--- config.mk ---
export PLATFORM = sky130hd
export DESIGN_NAME = phc_top
export DESIGN_NICKNAME = d
export VERILOG_FILES = /design/src/rtl/phc_pkg.sv /design/src/rtl/phc_mode.sv /design/src/rtl/phc_thermal.sv /design/src/rtl/phc_pwm.sv /design/src/rtl/phc_led.sv /design/src/rtl/phc_top.sv
export SDC_FILE = /design/constraint.sdc
export NUM_CORES = 1
export LEC_CHECK = 0
export BUFFER_PORTS_ARGS = -buffer_cell sky130_fd_sc_hd__buf_2
export CORE_MARGIN = 4
export CORE_UTILIZATION = 45
export DETAILED_ROUTE_END_ITERATION = 8
export PLACE_DENSITY_LB_ADDON = 0.05
export SETUP_SLACK_MARGIN = 0.2
export SYNTH_ARGS = -nofsm -noshare
export SYNTH_HDL_FRONTEND = slang
export SYNTH_SLANG_ARGS = --single-unit
--- constraint.sdc ---
create_clock -name clk -period 1.65 [get_ports clk]
set_input_delay 0.0825 -clock clk [delete_from_list [all_inputs] [get_ports clk]]
set_output_delay 0.0825 -clock clk [all_outputs]
set_load 0.02 [all_outputs]
--- src/rtl/phc_pkg.sv ---
package phc_pkg;
   // control byte fields
   localparam int OVR_BIT  = 0;
   localparam int SET_BIT  = 1;
   // power byte fields
   localparam int MID_BIT  = 6;
   localparam int BIG_BIT  = 7;
   localparam int DUTY_W   = 6;

   typedef struct packed {
      logic green;
      logic amber;
   } led_t;
endpackage

--- src/rtl/phc_mode.sv ---
module phc_mode (
   input  logic pin_req,
   input  logic sw_ovr,
   input  logic sw_set,
   output logic low_power
);
   always_comb begin
      if (sw_ovr) low_power = sw_set;
      else        low_power = pin_req;
   end
endmodule

--- src/rtl/phc_thermal.sv ---
module phc_thermal #(
   parameter int TEMP_W  = 16,
   parameter int TRIP    = 20480,
   parameter int RELEASE = 19200
) (
   input  logic              clk,
   input  logic              rst_n,
   input  logic [TEMP_W-1:0] temp,
   output logic              hot
);
   localparam logic signed [TEMP_W-1:0] TRIP_V = TEMP_W'(TRIP);
   localparam logic signed [TEMP_W-1:0] REL_V  = TEMP_W'(RELEASE);

   logic signed [TEMP_W-1:0] t_s;
   assign t_s = $signed(temp);

   always_ff @(posedge clk or negedge rst_n) begin
      if (!rst_n)             hot <= 1'b0;
      else if (t_s >= TRIP_V) hot <= 1'b1;
      else if (t_s <= REL_V)  hot <= 1'b0;
   end
endmodule

--- src/rtl/phc_pwm.sv ---
module phc_pwm #(
   parameter int CNT_W    = 6,
   parameter int PRESCALE = 4
) (
   input  logic             clk,
   input  logic             rst_n,
   input  logic [CNT_W-1:0] duty,
   input  logic             enable,
   output logic             pwm_out
);
   logic             tick;
   logic [CNT_W-1:0] step_cnt;

   generate
      if (PRESCALE <= 1) begin : g_noscale
         assign tick = 1'b1;
      end else begin : g_scale
         localparam int PS_W = $clog2(PRESCALE);
         localparam logic [PS_W-1:0] PS_LAST = PS_W'(PRESCALE - 1);
         logic [PS_W-1:0] ps_cnt;
         always_ff @(posedge clk or negedge rst_n) begin
            if (!rst_n)               ps_cnt <= '0;
            else if (ps_cnt == PS_LAST) ps_cnt <= '0;
            else                      ps_cnt <= ps_cnt + 1'b1;
         end
         assign tick = (ps_cnt == PS_LAST);
      end
   endgenerate

   always_ff @(posedge clk or negedge rst_n) begin
      if (!rst_n)    step_cnt <= '0;
      else if (tick) step_cnt <= step_cnt + 1'b1;
   end

   assign pwm_out = enable & ((&duty) | (step_cnt < duty));
endmodule

--- src/rtl/phc_led.sv ---
module phc_led
   import phc_pkg::*;
#(
   parameter int BLINK_DIV = 16
) (
   input  logic clk,
   input  logic rst_n,
   input  logic low_power,
   input  logic blink,
   output led_t led
);
   logic phase;

   generate
      if (BLINK_DIV <= 1) begin : g_fast
         always_ff @(posedge clk or negedge rst_n) begin
            if (!rst_n) phase <= 1'b0;
            else        phase <= ~phase;
         end
      end else begin : g_div
         localparam int DV_W = $clog2(BLINK_DIV);
         localparam logic [DV_W-1:0] DV_LAST = DV_W'(BLINK_DIV - 1);
         logic [DV_W-1:0] dv_cnt;
         always_ff @(posedge clk or negedge rst_n) begin
            if (!rst_n) begin
               dv_cnt <= '0;
               phase  <= 1'b0;
            end else if (dv_cnt == DV_LAST) begin
               dv_cnt <= '0;
               phase  <= ~phase;
            end else begin
               dv_cnt <= dv_cnt + 1'b1;
            end
         end
      end
   endgenerate

   always_comb begin
      if (blink) begin
         led.green = phase;
         led.amber = ~phase;
      end else begin
         led.green = ~low_power;
         led.amber = low_power;
      end
   end
endmodule

--- src/rtl/phc_top.sv ---
module phc_top
   import phc_pkg::*;
#(
   parameter int TEMP_W       = 16,
   parameter int TRIP_LEVEL   = 20480,
   parameter int RELEASE_LVL  = 19200,
   parameter int PWM_PRESCALE = 4,
   parameter int BLINK_DIV    = 16
) (
   input  logic              clk,
   input  logic              rst_n,
   input  logic              lpm_pin,
   input  logic [7:0]        ctrl_byte,
   input  logic [7:0]        power_byte,
   input  logic [TEMP_W-1:0] temp_word,
   output logic              low_power,
   output logic              over_temp,
   output logic              heat_big,
   output logic              heat_mid,
   output logic              heat_pwm,
   output logic              led_green,
   output logic              led_amber
);
   generate
      if (RELEASE_LVL >= TRIP_LEVEL) begin : g_bad_hyst
         initial $error("release level must lie below trip level");
      end
      if (TEMP_W < 8) begin : g_bad_width
         initial $error("temperature word too narrow");
      end
   endgenerate

   led_t led_s;
   logic high_pwr;

   phc_mode u_mode (
      .pin_req  (lpm_pin),
      .sw_ovr   (ctrl_byte[OVR_BIT]),
      .sw_set   (ctrl_byte[SET_BIT]),
      .low_power(low_power)
   );

   phc_thermal #(.TEMP_W(TEMP_W), .TRIP(TRIP_LEVEL), .RELEASE(RELEASE_LVL)) u_therm (
      .clk  (clk),
      .rst_n(rst_n),
      .temp (temp_word),
      .hot  (over_temp)
   );

   assign high_pwr = ~low_power;

   phc_pwm #(.CNT_W(DUTY_W), .PRESCALE(PWM_PRESCALE)) u_pwm (
      .clk    (clk),
      .rst_n  (rst_n),
      .duty   (power_byte[DUTY_W-1:0]),
      .enable (high_pwr & ~over_temp),
      .pwm_out(heat_pwm)
   );

   phc_led #(.BLINK_DIV(BLINK_DIV)) u_led (
      .clk      (clk),
      .rst_n    (rst_n),
      .low_power(low_power),
      .blink    (over_temp),
      .led      (led_s)
   );

   assign heat_big  = high_pwr & power_byte[BIG_BIT];
   assign heat_mid  = high_pwr & power_byte[MID_BIT];
   assign led_green = led_s.green;
   assign led_amber = led_s.amber;
endmodule

; ---- Word level (Yosys, flattened, before mapping)
; Cells that the tools add are included.
[op_classes]
add_sub_neg = 3
order_cmp = 3
n_eq_ne = 2
n_mux = 6
bitwise = 8
n_reduce_logical = 2
[ops]
columns = cell, count
row1 = $ge A16 B16 Y1 const B, 1
row2 = $le A16 B16 Y1 const B, 1
row3 = $add A6 B1 Y6 const B, 1
row4 = $lt A6 B6 Y1, 1
row5 = $reduce_and A6 Y1, 1
row6 = $add A4 B1 Y4 const B, 1
row7 = $and A1 B1 Y1, 4
row8 = $eq A4 B4 Y1 const B, 1
row9 = $mux W2, 2
row10 = $mux W4, 1
row11 = $mux W1, 3
row12 = $not A1 Y1, 3
row13 = $add A2 B1 Y2 const B, 1
row14 = $eq A2 B2 Y1 const B, 1
row15 = $reduce_bool A2 Y1, 1
row16 = $or A1 B1 Y1, 1
[totals]
register_bits = 14
input_bits = 35
out_inout_bits = 7
wordCells = 29

; ---- Logic depth before layout (Yosys ltp)
; Gate-level depths: netlist of run 1.
[depth]
ltp_word = 4
ltp_mapped = 5
mapped_depth_nobuf = 5

; ---- Modules after synthesis
; Synthesis of run 1 repeated with hierarchy kept, for this count alone.
[hier_totals]
cells_unflattened = 73
hier_area_um2 = 799.5
[modules_own_cells]
columns = mod, instances, cells_each, area_per_inst_um2, seq_area_each_um2
row1 = phc_pwm, 1, 43, 460.4, 200.2
row2 = phc_led, 1, 16, 211.5, 125.1
row3 = phc_thermal, 1, 10, 96.3, 25.0
row4 = phc_top, 1, 3, 16.3, 0.0
row5 = phc_mode, 1, 1, 15.0, 0.0

; ---- Worst setup path after synthesis of run 1
; OpenSTA, ideal clock, no wires.
[synth_timing]
path_kind = register -> output
startpoint = register u_pwm.step_cnt[3]
endpoint = output port heat_pwm
t_arrival_ps = 1294
required_ps = 1567
setup_slack_ps = 274
stages_incl_launch_ff = 5
path_buffers = 0
cell_sequence = dfrtp_1 > ha_1 > a21oi_2 > o221ai_1 > a21boi_1
[synth_between]
elab_chain_len = 3
[synth_lines]
columns = element, line_no
row1 = "start, declared", phc_pwm.sv:12  ; logic [CNT_W-1:0] step_cnt;
row2 = "start signal, assigned", phc_pwm.sv:32  ; else if (tick) step_cnt <= step_cnt + 1'b1;
row3 = $lt A6 B6 Y1, phc_pwm.sv:35  ; assign pwm_out = enable & ((&duty) | (step_cnt < duty));
row4 = $or A1 B1 Y1, phc_pwm.sv:35
row5 = $and A1 B1 Y1, phc_pwm.sv:35
row6 = "end, declared", phc_top.sv:20  ; output logic heat_pwm,
; No other way between the ends.

; ---- Final worst setup path of run 1
[layout_timing]
startpoint = register u_pwm.step_cnt[4]
endpoint = output port heat_pwm
; The elaborated chain is that of the path after synthesis.

==> impl_metrics.csv, run 1 <==
group,metric,value,unit
die,start_util,0.4984,
run,drv_cap,0,
place,place_area,980.9,um2
synth,synthArstFlopShare,1.000,
sta,drv_slew,0,
finish,fin_area,0.001121,mm2
grt,use_met1,0.1632,
place,portBuffers,35,
grt,overflow,0,
status,violations,"negative setup slack",
power_and_ir_drop,powerDensity,632.9,mW/mm2
sta,worst_slew_pin_slew,301.1,ps
grt,grt_use_met2,0.2159,
synth,netlist.area_leader.share,0.4459,
synth,synth_cell_types,28,
detailed_routing,totalWireLength,1680,um
cts,cts_tree,"built",
critical_path,cp-end-kind,"output port",
finish,seqCellArea,350.3,um2
cts,clk_pin_slew,80,ps
place,pre_cts_slack,272.3,ps
sta,fin_crit,1650,ps
die,core,0.001577,mm2
grt,antenna_found_initial,0,
detailed_routing,drc,0,
die,die_height,49.79,um
sta,layout_setup_ws,-0.06239,ps
place,dpl.cell_count,127,
finish,fin_nets,165,
critical_path,slowest_delay,420,ps
grt,busiest_layer,"met2",
synth,synth_commonest_cells,"dfrtp_1 (14), inv_1 (9), ha_1 (8), nand2_1 (5), xnor2_1 (4)",
finish,drive_above_1_share,0.4380,
critical_path,slowest_stage,"dfrtp_1",
cts,cts_root_buffer,"clkbuf_4",
status,run_status,"complete, but fails checks",
grt,grt_use_met3,0.02410,
cts,h-tree-depth,1,
sta,finClkSkew,1.236,ps
critical_path,start_kind,"register",
detailed_routing,wl_per_cell,12.26,um
die,die_w,49.79,um
grt,grt_pass1_vias,610,
synth,synthTopCellsByArea,"dfrtp_1 (45%), ha_1 (13%), xnor2_1 (4.5%)",
sta,whs,11.12,ps
sta,finalSetupViolations,1,
finish,area_delta_synth_final,42.68,%
grt,grt_pass1_wl,2532,um
sta,max_freq,0.6060,GHz
detailed_routing,via_count,691,
grt,grt_max_degree,15,
cts,cts.path.max_buffers,2,
sta,relSlewSlack,0.7993,
grt,grt_usage,0.1336,
die,die_area,0.002479,mm2
sta,min_period_over_period,1.000,
critical_path,cpLargestDelayFamily,"flip-flops",
synth,ys_seq_area_frac,0.4459,
cts,insertion_delay,270,ps
detailed_routing,detail_route.iter0.violations,5,
critical_path,crit_required,1570,ps
critical_path,criticalPathCategory,"reg2out",
synth,post_synth_instance_area,785.8,um2
place,gp_congestion,0.6949,
synth,yosysTopAreaCell,"dfrtp_1",
synth,ys_ff_latch,14,
detailed_routing,firstDrtPassIters,3,
sta,rsz0062_at_grt,"yes",
synth,avgSynthCellArea,10.34,um2
worst_hold_path,hold_class,"in2reg",
die,core.rowCount,14,
power_and_ir_drop,total_power,709.5,uW
finish,layout.cells.non_filler,137,
finish,multi_input_area,455.4,um2
power_and_ir_drop,vdd_ir_drop_max,605.2,uV
finish,fillers,119,
die,ioPinCount,42,
power_and_ir_drop,p_leak,0.0005816,uW
synth,yosys.cell_count.top_type,"dfrtp_1",
critical_path,critPathMaxFanout,2,
detailed_routing,ant_nets,0,
critical_path,arrival,1570,ps
synth,synth_flop_cell,"dfrtp_1",
synth,yosysWarnings,0,
finish,diodes,0,
detailed_routing,viasPerCell,5.044,
cts,cts_buffers,3,
place,place_hpwl,1258,um
synth,synthCells,76,
critical_path,crit_buf_inv,1,
synth,synth-edff-count,0,
cts,clock_sinks,14,
critical_path,crit_chain,"ha_4 > nand4_1 > o221ai_1 > a21boi_1 > buf_4",
synth,synth.net_count,119,
sta,finalHoldViolCount,0,
## what timing repair did
item | in CTS | in global routing
buffers inserted | 5 | 0
setup endpoints to repair | 1 | 1
resized for setup | 3 | 3
endpoints found under the hold margin | 14 | 0
hold buffers | 1 | 0
pin swaps | 1 | 6
## sequential cells by signal, summed over array words and instances, names as in the netlist
register / count
u_led.phase: 1
u_led.g_div.dv_cnt: 4
u_pwm.step_cnt: 6
u_therm.hot: 1
u_pwm.g_scale.ps_cnt: 2
## metrics by stage
| step | setup TNS [ps] | utilization |
|---|---|---|
| finish | -0.06239 | 0.7111 |
| global route | -68.18 | 0.7111 |
| CTS | 0 | 0.6873 |
| detailed placement | 0 | 0.6222 |
| global placement | 0 | 0.6222 |
| floorplan | 0 | - |
## placed cells by master, fill, tap and decap left out, types with 2 or more instances in the layout
cell	count
buf_2	34
inv_1	9
a21oi_2	3
ha_4	4
nor2_1	3
clkbuf_4	3
o21ai_0	2
nand3_1	3
ha_1	4
xor2_1	3
nand2_1	5
dfrtp_1	14
nor4_1	2
and2_1	2
xnor2_1	4
buf_4	6
nand4_1	3
## power by group
part	total [uW]	internal, uW	switching, uW
clock	240	134	106
sequential	346	344	1.77
combinational	123	58.8	64.1
## cells by family after synthesis
family                   synth area share
adder cells (fa/ha/maj)            0.1274
multiplexers                      0.02707
flip-flops                         0.4459
XOR/XNOR                          0.07803
AND/OR/NAND/NOR                    0.1752
buffers and inverters             0.04299
AO/OA/AOI/OAI                      0.1035
## worst reg2reg max path, cell delays in order, from the launching register on
cell and delay (ps):
dfrtp_1 420, buf_4 160, ha_1 260, mux2_1 290
## metal layers
layer	vias to the layer above	wire [um]	part of all wire
met5	-	0	0
li1	358	-	-
met1	315	717	0.43
met4	0	14	0.0083
met3	2	72	0.043
met2	16	876	0.52
## area by class of cell
| type | count | share of cell area |
|---|---|---|
| timing repair buffer | 41 | 0.2009 |
| sequential | 14 | 0.3125 |
| tap | 16 | 0.01786 |
| clock buffer | 4 | 0.03237 |
| multi-input combinational | 53 | 0.4062 |
| inverter | 9 | 0.03013 |
## worst paths after layout
check	slack, ps	end	depth (start not counted)	from
worst max-delay path	-0.06	heat_pwm	5	u_pwm.step_cnt[4]
worst min-delay path	10	u_therm.hot	2	temp_word[15]
worst max register to register	420	u_pwm.step_cnt[1]	3	u_pwm.step_cnt[1]
worst min register to register	450	u_pwm.g_scale.ps_cnt[0]	1	u_pwm.g_scale.ps_cnt[0]
max in group asynchronous	1210	u_pwm.g_scale.ps_cnt[1]	2	rst_n
min in group asynchronous	220	u_pwm.step_cnt[1]	2	rst_n
(Power assumes the default switching activity.)
==> run 2, diff against run 1 <==
Settings changed: CORE_UTILIZATION 45 to 30.
==> run 2 against run 1 <==
Against the previous run:
- the flow now finishes without violations
- register-to-register slack better by 40 ps
- non-clock buffer count is 1 higher
- largest power group unchanged
- largest cell class unchanged
- worst setup slack better by 62 ps
- critical path type unchanged
==> impl_metrics.csv, run 2 (same netlist as run 1, synthesis figures left out) <==
group,metric,value,unit
sta,fin_crit,1588,ps
grt,grt_pass1_wl,2987,um
sta,finalSetupViolations,0,
sta,drv_slew,0,
worst_hold_path,hold_class,"in2reg",
finish,reg_top3,"u_pwm.step_cnt (6), u_led.g_div.dv_cnt (4), u_pwm.g_scale.ps_cnt (2)",
run,drv_cap,0,
sta,min_period_over_period,0.9627,
critical_path,critPathMaxFanout,2,
die,die_area,0.003502,mm2
finish,final_cell_mix,"buf_2 (34), dfrtp_1 (14), inv_1 (9)",
finish,layout_commonest_cell,"buf_2",
place,portBuffers,35,
detailed_routing,wl_per_cell,11.37,um
grt,grt_max_degree,15,
detailed_routing,drc,0,
die,core.rowCount,18,
critical_path,crit_required,1570,ps
place,gp_congestion,0.6633,
critical_path,arrival,1510,ps
sta,finalHoldViolCount,0,
finish,fin_nets,166,
finish,drive_above_1_share,0.4298,
detailed_routing,firstDrtPassIters,3,
critical_path,start_kind,"register",
critical_path,criticalPathCategory,"reg2out",
sta,finClkSkew,3.646,ps
sta,worst_slew_pin_slew,317.6,ps
place,dpl.cell_count,141,
finish,fillers,268,
detailed_routing,totalWireLength,1717,um
finish,top_register,"u_pwm.step_cnt",
cts,cts_tree,"built",
finish,diodes,0,
power_and_ir_drop,powerDensity,583.9,mW/mm2
sta,max_freq,0.6295,GHz
detailed_routing,viasPerCell,4.629,
critical_path,reg2reg_depth,3,
worst_hold_path,hold_depth,2,
finish,area_delta_synth_final,41.72,%
grt,antenna_found_initial,0,
grt,grt_usage,0.1130,
cts,cts.path.max_buffers,2,
detailed_routing,detail_route.iter0.violations,8,
cts,h-tree-depth,1,
place,place_hpwl,1348,um
grt,overflow,0,
die,die_w,59.18,um
die,core,0.002477,mm2
power_and_ir_drop,p_leak,0.0005819,uW
power_and_ir_drop,vdd_ir_drop_max,382.0,uV
status,run_status,"finished clean",
detailed_routing,ant_nets,0,
detailed_routing,via_count,699,
cts,clock_sinks,14,
finish,largest_reg_flops,6,
critical_path,cp-end-kind,"output port",
die,ioPinCount,42,
sta,rsz0062_at_grt,"yes",
die,die_height,59.18,um
finish,postLayoutCoreUtil,0.4495,
grt,grt_pass1_vias,702,
sta,relSlewSlack,0.7883,
cts,cts_buffers,3,
die,start_util,0.3172,
cts,cts_root_buffer,"clkbuf_4",
finish,layout.cells.non_filler,151,
cts,insertion_delay,270,ps
cts,clk_pin_slew,70,ps
run 2: cell types whose count changed in the layout (fill, tap and decap cells not counted):
cell | previous run | this run
ha_1 | 4 | 6
ha_4 | 4 | 2
buf_4 | 6 | 7
clkbuf_8 | 1 | 0
o221ai_1 | 1 | 0
o221ai_2 | 0 | 1
run 2: final timing paths:
path,startpoint,endpoint,slack [ps]
max,u_pwm.step_cnt[1],heat_pwm,60
max in group asynchronous,rst_n,u_pwm.step_cnt[2],1180
min in group asynchronous,rst_n,u_led.g_div.dv_cnt[0],230
min,temp_word[15],u_therm.hot,30
min reg2reg,u_pwm.g_scale.ps_cnt[0],u_pwm.g_scale.ps_cnt[0],430
max reg2reg,u_pwm.step_cnt[1],u_pwm.step_cnt[1],460
run 2: metal layers:
metal / vias up / routed length, um / GRT usage
met3: 2 / 113 / 0.01307
met5: - / 0 / 0
met2: 18 / 868 / 0.1924
met1: 319 / 718 / 0.1394
li1: 360 / - / -
met4: 0 / 17 / 0.05825
run 2: critical path, cell delays in order (launching register included):
cell	delay, ps
dfrtp_1	400
ha_1	290
a21oi_2	150
o221ai_2	120
a21boi_1	130
buf_4	160
run 2: power breakdown:
group	switching [uW]	internal, uW	leakage [uW]
registers	2.27	344	0.000171
clock network	98.9	84.3	0.0000138
logic	62.4	57.8	0.000397
total	164	487	0.000582
run 2: stage by stage:
step | setup WS (ps) | hold WS [ps] | TNS [ps] | power, uW | instance area [um2]
after floorplan | 273.6 | -213.1 | 0 | 406.8 | 785.8
after global placement | 261.6 | -3.874 | 0 | 464.7 | 998.5
after detailed placement | 235.4 | -7.152 | 0 | 466.6 | 998.5
after CTS | 28.95 | 19.02 | 0 | 664.1 | 1107
after global routing | -54.77 | 17.85 | -54.77 | 699.7 | 1114
final | 61.55 | 25.58 | 0 | 650.2 | 1114
run 2: final cells by class:
class	instances	area [um2]	share of cell area
clock buffers	3	22.52	0.02022
inverters	9	33.78	0.03034
multi-input cells	53	436.7	0.3921
flip-flops and latches	14	350.3	0.3146
well taps	30	37.54	0.03371
repair buffers	42	232.7	0.2090
run 2: what timing repair did:
| item | in CTS | in global routing |
|---|---|---|
| endpoints found under the hold margin | 14 | 0 |
| endpoints found under the setup margin | 1 | 1 |
| hold buffers | 1 | 0 |
| resized for setup | 4 | 1 |
| pin swaps | 4 | 1 |
| buffers inserted | 6 | 0 |
==> run 3, diff against run 2 <==
--- a/constraint.sdc
+++ b/constraint.sdc
@@ -3,2 +3,2 @@
 set_output_delay 0.0825 -clock clk [all_outputs]
-set_load 0.02 [all_outputs]
+set_load 0.005 [all_outputs]
==> run 3 against run 2 <==
Against the previous run:
- die area stayed put
- register-to-register slack lost 40 ps
- cell count up 0.66%
- worst hold slack improved by 1.0 ps
- flip-flop and latch count stayed put
- critical path depth is the same
- count of clock-buffer cells in the layout unchanged
- final area grew 1.6%
- core utilization increased by 0.71 points
- via count shrank 0.14%
- sequential power hardly changed
- power decreased by 2.5%
- critical endpoint unchanged
- largest cell class unchanged
==> impl_metrics.csv, run 3 (same netlist as run 1, synthesis figures left out) <==
group,metric,value,unit
status,run_status,"finished clean",
critical_path,crit_required,1570,ps
worst_hold_path,hold_class,"in2reg",
sta,drv_slew,0,
cts,cts_buffers,3,
power_and_ir_drop,vdd_ir_drop_max,371.0,uV
grt,grt_pass1_vias,722,
cts,cts_tree,"built",
detailed_routing,wl_per_cell,11.68,um
die,core,0.002477,mm2
finish,largest_reg_flops,6,
cts,clock_sinks,14,
detailed_routing,firstDrtPassIters,4,
place,dpl.cell_count,141,
grt,grt_max_degree,15,
grt,grt_pass1_wl,3174,um
sta,relSlewSlack,0.7882,
cts,insertion_delay,270,ps
die,start_util,0.3172,
finish,reg_top3,"u_pwm.step_cnt (6), u_led.g_div.dv_cnt (4), u_pwm.g_scale.ps_cnt (2)",
sta,finClkSkew,0.3300,ps
sta,finalHoldViolCount,0,
die,core.rowCount,18,
sta,min_period_over_period,0.9428,
die,die_area,0.003502,mm2
finish,layout_commonest_cell,"buf_2",
cts,cts_root_buffer,"clkbuf_4",
sta,whs,26.61,ps
critical_path,start_kind,"register",
finish,layout.cells.non_filler,152,
place,place_hpwl,1385,um
die,die_w,59.18,um
sta,finalSetupViolations,0,
finish,fin_nets,167,
grt,overflow,0,
place,gp_congestion,0.6630,
die,ioPinCount,42,
cts,h-tree-depth,1,
grt,grt_usage,0.1179,
critical_path,cp-end-kind,"output port",
power_and_ir_drop,powerDensity,560.3,mW/mm2
power_and_ir_drop,p_leak,0.0005857,uW
sta,worst_slew_pin_slew,317.7,ps
die,die_height,59.18,um
detailed_routing,totalWireLength,1776,um
detailed_routing,viasPerCell,4.592,
power_and_ir_drop,total_power,633.7,uW
run,drv_cap,0,
finish,drive_above_1_share,0.4426,
critical_path,critPathMaxFanout,2,
cts,clk_pin_slew,80,ps
sta,fin_tns_setup,0,ps
cts,cts.path.max_buffers,2,
detailed_routing,via_count,698,
finish,final_cell_mix,"buf_2 (35), dfrtp_1 (14), inv_1 (9)",
sta,fin_crit,1556,ps
finish,top_register,"u_pwm.step_cnt",
sta,max_freq,0.6428,GHz
detailed_routing,drc,0,
finish,area_delta_synth_final,43.95,%
detailed_routing,ant_nets,0,
detailed_routing,detail_route.iter0.violations,5,
sta,rsz0062_at_grt,"yes",
place,portBuffers,35,
finish,diodes,0,
critical_path,criticalPathCategory,"reg2out",
critical_path,arrival,1470,ps
grt,antenna_found_initial,0,
-- run 3: final timing paths --
path,from,to,slack (ps),depth (start not counted)
worst max-delay path,u_pwm.step_cnt[3],heat_pwm,90,5
worst min-delay path,temp_word[15],u_therm.hot,30,2
worst max register to register,u_pwm.step_cnt[1],u_pwm.step_cnt[1],420,3
worst min register to register,u_pwm.g_scale.ps_cnt[0],u_pwm.g_scale.ps_cnt[0],430,1
max in group asynchronous,rst_n,u_therm.hot,1190,2
min in group asynchronous,rst_n,u_led.g_div.dv_cnt[0],230,2
-- run 3: repair_timing --
item / CTS / global route
endpoints found under the setup margin: 1 / 1
buffers inserted: 6 / 1
pin swaps: 1 / 2
endpoints found under the hold margin: 14 / 0
hold buffers: 1 / 0
resized for setup: 3 / 2
-- run 3: area by class of cell --
cell class / instances / area [um2]
fillers: 250 / 1346
multi-input cells: 53 / 449.2
flip-flops and latches: 14 / 350.3
repair buffers: 43 / 237.7
well taps: 30 / 37.54
inverters: 9 / 33.78
clock buffers: 3 / 22.52
-- run 3: worst max-delay path, stage by stage, from the launching register on --
cell      delay (ps)
dfrtp_1          430
ha_4             290
nand4_1          110
o221ai_2         180
a21boi_1          80
buf_2            120
-- run 3: power by group --
part | internal [uW] | switching [uW] | leakage [uW]
Sequential | 344 | 2.17 | 0.000171
Combinational | 56.8 | 46.1 | 0.000401
Clock | 84.3 | 99.9 | 0.0000138
-- run 3: stage by stage --
step           instance area (um2)  utilization  setup slack (ps)
6_report                      1131       0.4566             94.33
3_5_place_dp                 998.5       0.4030             290.5
3_3_place_gp                 998.5       0.4030             312.8
2_1_floorplan                785.8            -             479.8
5_1_grt                       1131       0.4566             1.542
4_1_cts                       1105       0.4460             71.63
-- run 3: layer usage --
metal	up-vias	wire length, um	GRT usage
met1	317	763	0.1568
li1	361	-	-
met3	2	110	0.01307
met2	18	882	0.1893
met4	0	19	0.05825
met5	-	0	0
